$ cat src/rtl/capwin_pkg.sv
package capwin_pkg;
    typedef enum logic [1:0] {
        ST_IDLE = 2'd0,
        ST_FWD  = 2'd1,
        ST_LOAD = 2'd2
    } win_state_t;

    localparam int SEL_BYTE_LANE = 2;
    localparam int DATA_W        = 32;
    localparam int LANES         = DATA_W / 8;
endpackage

$ cat src/rtl/capwin_fsm.sv
module capwin_fsm
    import capwin_pkg::*;
(
    input  logic clk,
    input  logic rst_n,
    input  logic wr_hit,
    input  logic data_hit,
    output logic ready,
    output logic fwd_now,
    output logic load_now
);
    win_state_t state_q, state_d;

    always_ff @(posedge clk) begin
        if (!rst_n) state_q <= ST_LOAD;
        else        state_q <= state_d;
    end

    always_comb begin
        state_d = state_q;
        unique case (state_q)
            ST_IDLE: if (wr_hit) state_d = data_hit ? ST_FWD : ST_LOAD;
            ST_FWD:  state_d = ST_LOAD;
            ST_LOAD: state_d = ST_IDLE;
            default: state_d = ST_IDLE;
        endcase
    end

    always_comb begin
        ready    = 1'b0;
        fwd_now  = 1'b0;
        load_now = 1'b0;
        unique case (state_q)
            ST_IDLE: ready    = 1'b1;
            ST_FWD:  fwd_now  = 1'b1;
            ST_LOAD: load_now = 1'b1;
            default: ready    = 1'b0;
        endcase
    end

    AST_FWD_THEN_LOAD: assert property (@(posedge clk) disable iff (!rst_n)
        fwd_now |=> (load_now && !fwd_now));
    AST_LOAD_THEN_IDLE: assert property (@(posedge clk) disable iff (!rst_n)
        load_now |=> ready);
endmodule

$ cat src/rtl/capwin_range.sv
module capwin_range #(
    parameter int SEL_W     = 8,
    parameter int RF_DWORDS = 8
) (
    input  logic [SEL_W-1:0] sel,
    output logic             in_range
);
    localparam int SPAN = 1 << SEL_W;
    generate
        if (RF_DWORDS >= SPAN) begin : g_full
            assign in_range = 1'b1;
        end else begin : g_part
            assign in_range = (int'(sel) < RF_DWORDS);
        end
    endgenerate
endmodule

$ cat src/rtl/capwin_regs.sv
module capwin_regs
    import capwin_pkg::*;
#(
    parameter int SEL_W = 8
) (
    input  logic              clk,
    input  logic              rst_n,
    input  logic              wr_acc,
    input  logic              dw_sel,
    input  logic [LANES-1:0]  be,
    input  logic [DATA_W-1:0] wdata,
    input  logic              load_now,
    input  logic              in_range,
    input  logic [DATA_W-1:0] rf_rdata,
    output logic [SEL_W-1:0]  sel_q,
    output logic [DATA_W-1:0] data_q
);
    logic [DATA_W-1:0] data_merged;

    genvar g;
    generate
        for (g = 0; g < LANES; g++) begin : g_lane
            assign data_merged[g*8 +: 8] = be[g] ? wdata[g*8 +: 8] : data_q[g*8 +: 8];
        end
    endgenerate

    always_ff @(posedge clk) begin
        if (!rst_n) begin
            sel_q <= '0;
        end else if (wr_acc && !dw_sel && be[SEL_BYTE_LANE]) begin
            sel_q <= wdata[SEL_BYTE_LANE*8 +: SEL_W];
        end
    end

    always_ff @(posedge clk) begin
        if (!rst_n) begin
            data_q <= '0;
        end else if (load_now) begin
            data_q <= in_range ? rf_rdata : '0;
        end else if (wr_acc && dw_sel) begin
            data_q <= data_merged;
        end
    end
endmodule

$ cat src/rtl/cfg_dword_window.sv
module cfg_dword_window
    import capwin_pkg::*;
#(
    parameter int SEL_W     = 8,
    parameter int RF_DWORDS = 8
) (
    input  logic             clk,
    input  logic             rst_n,
    input  logic             cfg_we,
    input  logic             cfg_dw_sel,
    input  logic [3:0]       cfg_be,
    input  logic [31:0]      cfg_wdata,
    output logic [31:0]      cfg_rdata,
    output logic             cfg_ready,
    output logic [SEL_W-1:0] rf_addr,
    output logic             rf_we,
    output logic [31:0]      rf_wdata,
    input  logic [31:0]      rf_rdata
);
    logic             wr_acc, fwd_now, load_now, in_range;
    logic [SEL_W-1:0] sel_q;
    logic [31:0]      data_q;
    logic [31:0]      sel_word;

    assign wr_acc = cfg_ready && cfg_we && (|cfg_be);

    capwin_fsm u_fsm (
        .clk      (clk),
        .rst_n    (rst_n),
        .wr_hit   (wr_acc),
        .data_hit (cfg_dw_sel),
        .ready    (cfg_ready),
        .fwd_now  (fwd_now),
        .load_now (load_now)
    );

    capwin_range #(.SEL_W(SEL_W), .RF_DWORDS(RF_DWORDS)) u_range (
        .sel      (sel_q),
        .in_range (in_range)
    );

    capwin_regs #(.SEL_W(SEL_W)) u_regs (
        .clk      (clk),
        .rst_n    (rst_n),
        .wr_acc   (wr_acc),
        .dw_sel   (cfg_dw_sel),
        .be       (cfg_be),
        .wdata    (cfg_wdata),
        .load_now (load_now),
        .in_range (in_range),
        .rf_rdata (rf_rdata),
        .sel_q    (sel_q),
        .data_q   (data_q)
    );

    always_comb begin
        sel_word = '0;
        sel_word[SEL_BYTE_LANE*8 +: SEL_W] = sel_q;
    end

    assign cfg_rdata = cfg_dw_sel ? data_q : sel_word;
    assign rf_addr   = sel_q;
    assign rf_we     = fwd_now && in_range;
    assign rf_wdata  = data_q;

    AST_RF_WE_IN_RANGE: assert property (@(posedge clk) disable iff (!rst_n)
        rf_we |-> (int'(rf_addr) < RF_DWORDS));
    AST_RF_WE_SINGLE: assert property (@(posedge clk) disable iff (!rst_n)
        rf_we |=> !rf_we);
    AST_SEL_HELD_BUSY: assert property (@(posedge clk) disable iff (!rst_n)
        !cfg_ready |=> $stable(rf_addr));
    AST_DATA_HELD_IDLE: assert property (@(posedge clk) disable iff (!rst_n)
        (cfg_ready && !(cfg_we && (|cfg_be))) |=> $stable(data_q));
endmodule

$ cat config.mk
export PLATFORM = sky130hd
export DESIGN_NAME = cfg_dword_window
export DESIGN_NICKNAME = d
export VERILOG_FILES = /design/src/rtl/capwin_pkg.sv /design/src/rtl/capwin_fsm.sv /design/src/rtl/capwin_range.sv /design/src/rtl/capwin_regs.sv /design/src/rtl/cfg_dword_window.sv
export SDC_FILE = /design/constraint.sdc
export NUM_CORES = 1
export LEC_CHECK = 0
export BUFFER_PORTS_ARGS = -buffer_cell sky130_fd_sc_hd__buf_2
export CORE_ASPECT_RATIO = 0.75
export CORE_MARGIN = 5
export CORE_UTILIZATION = 43
export CTS_BUF_LIST = sky130_fd_sc_hd__clkbuf_4 sky130_fd_sc_hd__clkbuf_8 sky130_fd_sc_hd__clkbuf_16
export CTS_CLUSTER_DIAMETER = 100
export DETAILED_ROUTE_END_ITERATION = 16
export PLACE_DENSITY = 0.8
export SYNTH_ARGS = -nofsm -noshare
export SYNTH_HDL_FRONTEND = slang
export SYNTH_SLANG_ARGS = --single-unit
$ cat constraint.sdc
create_clock -name clk -period 1.8 [get_ports clk]
set_clock_uncertainty 0.2 [all_clocks]
set_input_delay 0.18 -clock clk [delete_from_list [all_inputs] [get_ports clk]]
set_output_delay 0.18 -clock clk [all_outputs]
set_load 0.05 [all_outputs]
==> metrics.txt <==
# TYPE chip_impl_metric gauge
chip_impl_metric{name="reg2regPathDepth",unit=""} 4
chip_impl_metric{name="core_area",unit="um2"} 5380
chip_impl_metric{name="grt_first_pass_wirelength",unit="um"} 13200
chip_impl_metric{name="routabilityCongestion",unit=""} 0.797
chip_impl_metric{name="finish.net_count",unit=""} 514
chip_impl_metric{name="final_design_area_no_fill",unit="um2"} 3590
chip_impl_metric{name="post_synth_inst_count",unit=""} 275
chip_impl_metric{name="power_density",unit="nW/um2"} 774
chip_impl_metric{name="period_share",unit=""} 0.950
chip_impl_metric{name="power",unit="mW"} 2.78
chip_impl_metric{name="synth.distinct_cells",unit=""} 35
chip_impl_metric{name="timing_max_transition_violations_final",unit=""} 0
chip_impl_metric{name="hold-worst-slack",unit="ns"} 0.0410
chip_impl_metric{name="post_synth_instance_area",unit="um2"} 2390
chip_impl_metric{name="timing_worst_slew_pin_value",unit="ns"} 0.390
chip_impl_metric{name="worstPathRequired",unit="ns"} 1.42
chip_impl_info{name="critical_path_start_type",value="register"} 1
chip_impl_metric{name="synth-seq-cells",unit=""} 42
chip_impl_metric{name="achievable-frequency",unit="MHz"} 585
chip_impl_info{name="slowest_stage",value="sky130_fd_sc_hd__dfxtp_2"} 1
chip_impl_info{name="hp-class",value="primary input to register"} 1
chip_impl_metric{name="viasPerCell",unit=""} 5.60
chip_impl_metric{name="r2r_setup_slack",unit="ns"} 0.12
chip_impl_metric{name="slew_headroom",unit=""} 0.738
chip_impl_metric{name="drv.max_cap_violation_count",unit=""} 0
chip_impl_metric{name="cts-buffers-inserted",unit=""} 5
chip_impl_metric{name="route.vias.total",unit=""} 2903
chip_impl_metric{name="maximum_number_of_pins_on_one_net_before_global_route_repair",unit=""} 24
chip_impl_metric{name="number_of_antenna_diodes",unit=""} 0
chip_impl_metric{name="peakVddDrop",unit="V"} 0.000472
chip_impl_metric{name="worst_skew_pair.late_latency",unit="ns"} 0.29
chip_impl_metric{name="synthToLayoutAreaGrowth",unit="%"} 50.1
chip_impl_info{name="outcome",value="complete, no violations"} 1
chip_impl_info{name="mostFrequentLayoutCells",value="144 x sky130_fd_sc_hd__buf_2, 37 x sky130_fd_sc_hd__dfxtp_1, 27 x sky130_fd_sc_hd__nand3_1, 27 x sky130_fd_sc_hd__dlygate4sd3_1, 25 x sky130_fd_sc_hd__o21ai_0"} 1
chip_impl_metric{name="cell_count_of_the_worst_hold_path",unit=""} 3
chip_impl_metric{name="hpwl",unit="um"} 6240
chip_impl_metric{name="io_buffers",unit=""} 145
chip_impl_metric{name="die-width",unit="um"} 96.1
chip_impl_metric{name="drt-wirelength-per-cell",unit="um"} 17.1
chip_impl_info{name="tritoncts_clock_tree",value="done"} 1
chip_impl_info{name="crit_path_cell_trace",value="nor3_4 > nand2_2 > nor3_4 > buf_6"} 1
chip_impl_metric{name="initial_core_utilization",unit=""} 0.444
chip_impl_info{name="cp_common_cell",value="sky130_fd_sc_hd__nor3_4"} 1
chip_impl_metric{name="arrival",unit="ns"} 1.33
chip_impl_metric{name="synth_seq_area_share",unit=""} 0.352
chip_impl_metric{name="post_route_cells_drive_above_1_share",unit=""} 0.458
chip_impl_metric{name="final_hold_viol_count",unit=""} 0
chip_impl_metric{name="crit_path_max_fanout",unit=""} 4
chip_impl_metric{name="detailedRoute.firstIterationViolations",unit=""} 202
chip_impl_metric{name="avg_cell_area_syn",unit="um2"} 8.69
chip_impl_metric{name="cp_slowest_stage_delay",unit="ns"} 0.35
chip_impl_metric{name="synth_fp_nets",unit=""} 347
chip_impl_metric{name="cts_num_sinks",unit=""} 42
chip_impl_metric{name="setup-tns-final",unit="ns"} 0
chip_impl_metric{name="h-tree-depth",unit=""} 2
chip_impl_metric{name="fp.dieArea",unit="um2"} 7170
chip_impl_metric{name="worstSetupPathDepth",unit=""} 4
chip_impl_info{name="clock-root-buffer",value="sky130_fd_sc_hd__clkbuf_8"} 1
chip_impl_metric{name="yosysWarningCount",unit=""} 0
chip_impl_metric{name="clk_pin_slew",unit="ns"} 0.09
chip_impl_metric{name="period_needed",unit="ns"} 1.71
chip_impl_info{name="criticalPathCategory",value="register to output port"} 1
chip_impl_info{name="cp_top_family",value="simple AND/OR/NAND/NOR gates"} 1
chip_impl_metric{name="setup_violators_final",unit=""} 0
chip_impl_metric{name="clock_tree.buffer_depth",unit=""} 2
chip_impl_metric{name="post-route-util",unit=""} 0.667
chip_impl_metric{name="total_leakage_power",unit="nW"} 1.79
chip_impl_metric{name="grt_usage",unit=""} 0.234
chip_impl_metric{name="drt_wl_total",unit="um"} 8850
chip_impl_metric{name="grt_remaining_overflow",unit=""} 0
chip_impl_metric{name="dieHeight",unit="um"} 74.6
chip_impl_metric{name="placement_rows",unit=""} 23
chip_impl_metric{name="remaining_drc_errors",unit=""} 0
chip_impl_metric{name="pin_count",unit=""} 146
chip_impl_info{name="mostFrequentLayoutCell",value="sky130_fd_sc_hd__buf_2"} 1
chip_impl_metric{name="postCtsSetupBuffers",unit=""} 0
chip_impl_metric{name="detail-route-antenna-nets",unit=""} 0
chip_impl_metric{name="placed_cell_area",unit="um2"} 3210
chip_impl_metric{name="number_of_antenna_violations_at_the_first_check_in_global_routing",unit=""} 0
chip_impl_info{name="grt_setup_unrepaired",value="no"} 1
chip_impl_metric{name="worstPathBufferInverterCount",unit=""} 1
chip_impl_info{name="critical_path_endpoint_category",value="output port"} 1
chip_impl_metric{name="first_global_vias",unit=""} 2748
chip_impl_metric{name="drt_first_pass_iters",unit=""} 5
[timing repair]
action / 4_1_cts / 5_1_grt
hold endpoints to repair: 25 / 0
hold buffers: 27 / 0
resized for setup: 2 / 3
endpoints found under the setup margin: 2 / 7
[cell usage after synthesis (all sizes together)]
cell	n	area (um2)
a211o	8	70.1
a21boi	8	60.1
a21o	1	7.51
a311oi	18	158
a31oi	2	18.8
a32oi	6	52.6
and2	24	150
and3	16	100
and4b	2	20.0
buf	15	106
clkbuf	16	62.6
clkinv	1	3.75
dfxtp	42	841
inv	2	7.51
mux2	8	90.1
nand2	7	26.3
nand2b	1	6.26
nand3	27	135
nand4	1	6.26
nor2	4	17.5
nor2b	1	6.26
nor3	18	90.1
nor4	1	6.26
nor4b	2	47.6
o21a	8	60.1
o21ai	25	125
o21ba	2	20.0
o221a	8	90.1
or3	1	6.26
[layout make-up]
type / instances / area, um2
clock buffer: 6 / 82.6
clock inverter: 2 / 12.5
fill: 460 / 1790
inverter: 3 / 11.3
multi-input combinational: 199 / 1400
sequential: 42 / 847
tap: 75 / 93.8
timing repair buffer: 191 / 1140
[worst paths after layout]
check | start | to
setup reg to reg | u_regs.sel_q[6] | u_regs.data_q[15]
hold / removal | cfg_wdata[21] | u_regs.sel_q[5]
hold reg to reg | u_regs.data_q[20] | u_regs.data_q[20]
setup / recovery | u_regs.sel_q[5] | rf_we
[power breakdown]
group          leakage [nW]  switching (mW)  internal, mW  total (mW)
Combinational          1.39           0.715         0.352        1.07
Clock                0.0472           0.337         0.309       0.646
Sequential            0.349          0.0584          1.01        1.06
[registers in the layout (all words and copies together), names as in the netlist]
signal	cells
u_regs.sel_q	8
u_regs.data_q	32
u_fsm.state_q	2
[kinds of logic (layout without fill, tap and decap cells)]
family          Yosys count  after routing  share of synthesized area
simple gates            105            105                      0.259
compound gates           86             86                      0.277
flops                    42             42                      0.352
buf+inv                  34            202                     0.0754
mux                       8              8                     0.0377
[per-stage QoR]
| stage | worst slack (ns) | cells |
|---|---|---|
| floorplan | -0.0248 | 275 |
| global placement | 0.171 | 483 |
| detailed placement | 0.108 | 483 |
| CTS | 0.0226 | 518 |
| global route | 0.000775 | 518 |
| finish | 0.0894 | 518 |
[worst register-to-register path: cells and delay by family, from the launching register on]
kind,cells,cell delay (ns)
AOI/OAI and AO/OA,1,0.30
DFF,1,0.38
and+or+nand+nor,2,0.42
buffers and inverters,1,0.29
[per-layer routing]
metal | GRT usage | wire length [um] | vias to the layer above
met5 | 0 | 0 | -
met4 | 0.0552 | 126 | 0
met3 | 0.0516 | 817 | 15
met2 | 0.412 | 4250 | 150
met1 | 0.293 | 3650 | 1360
li1 | - | - | 1378
(Power assumes the default switching activity.)
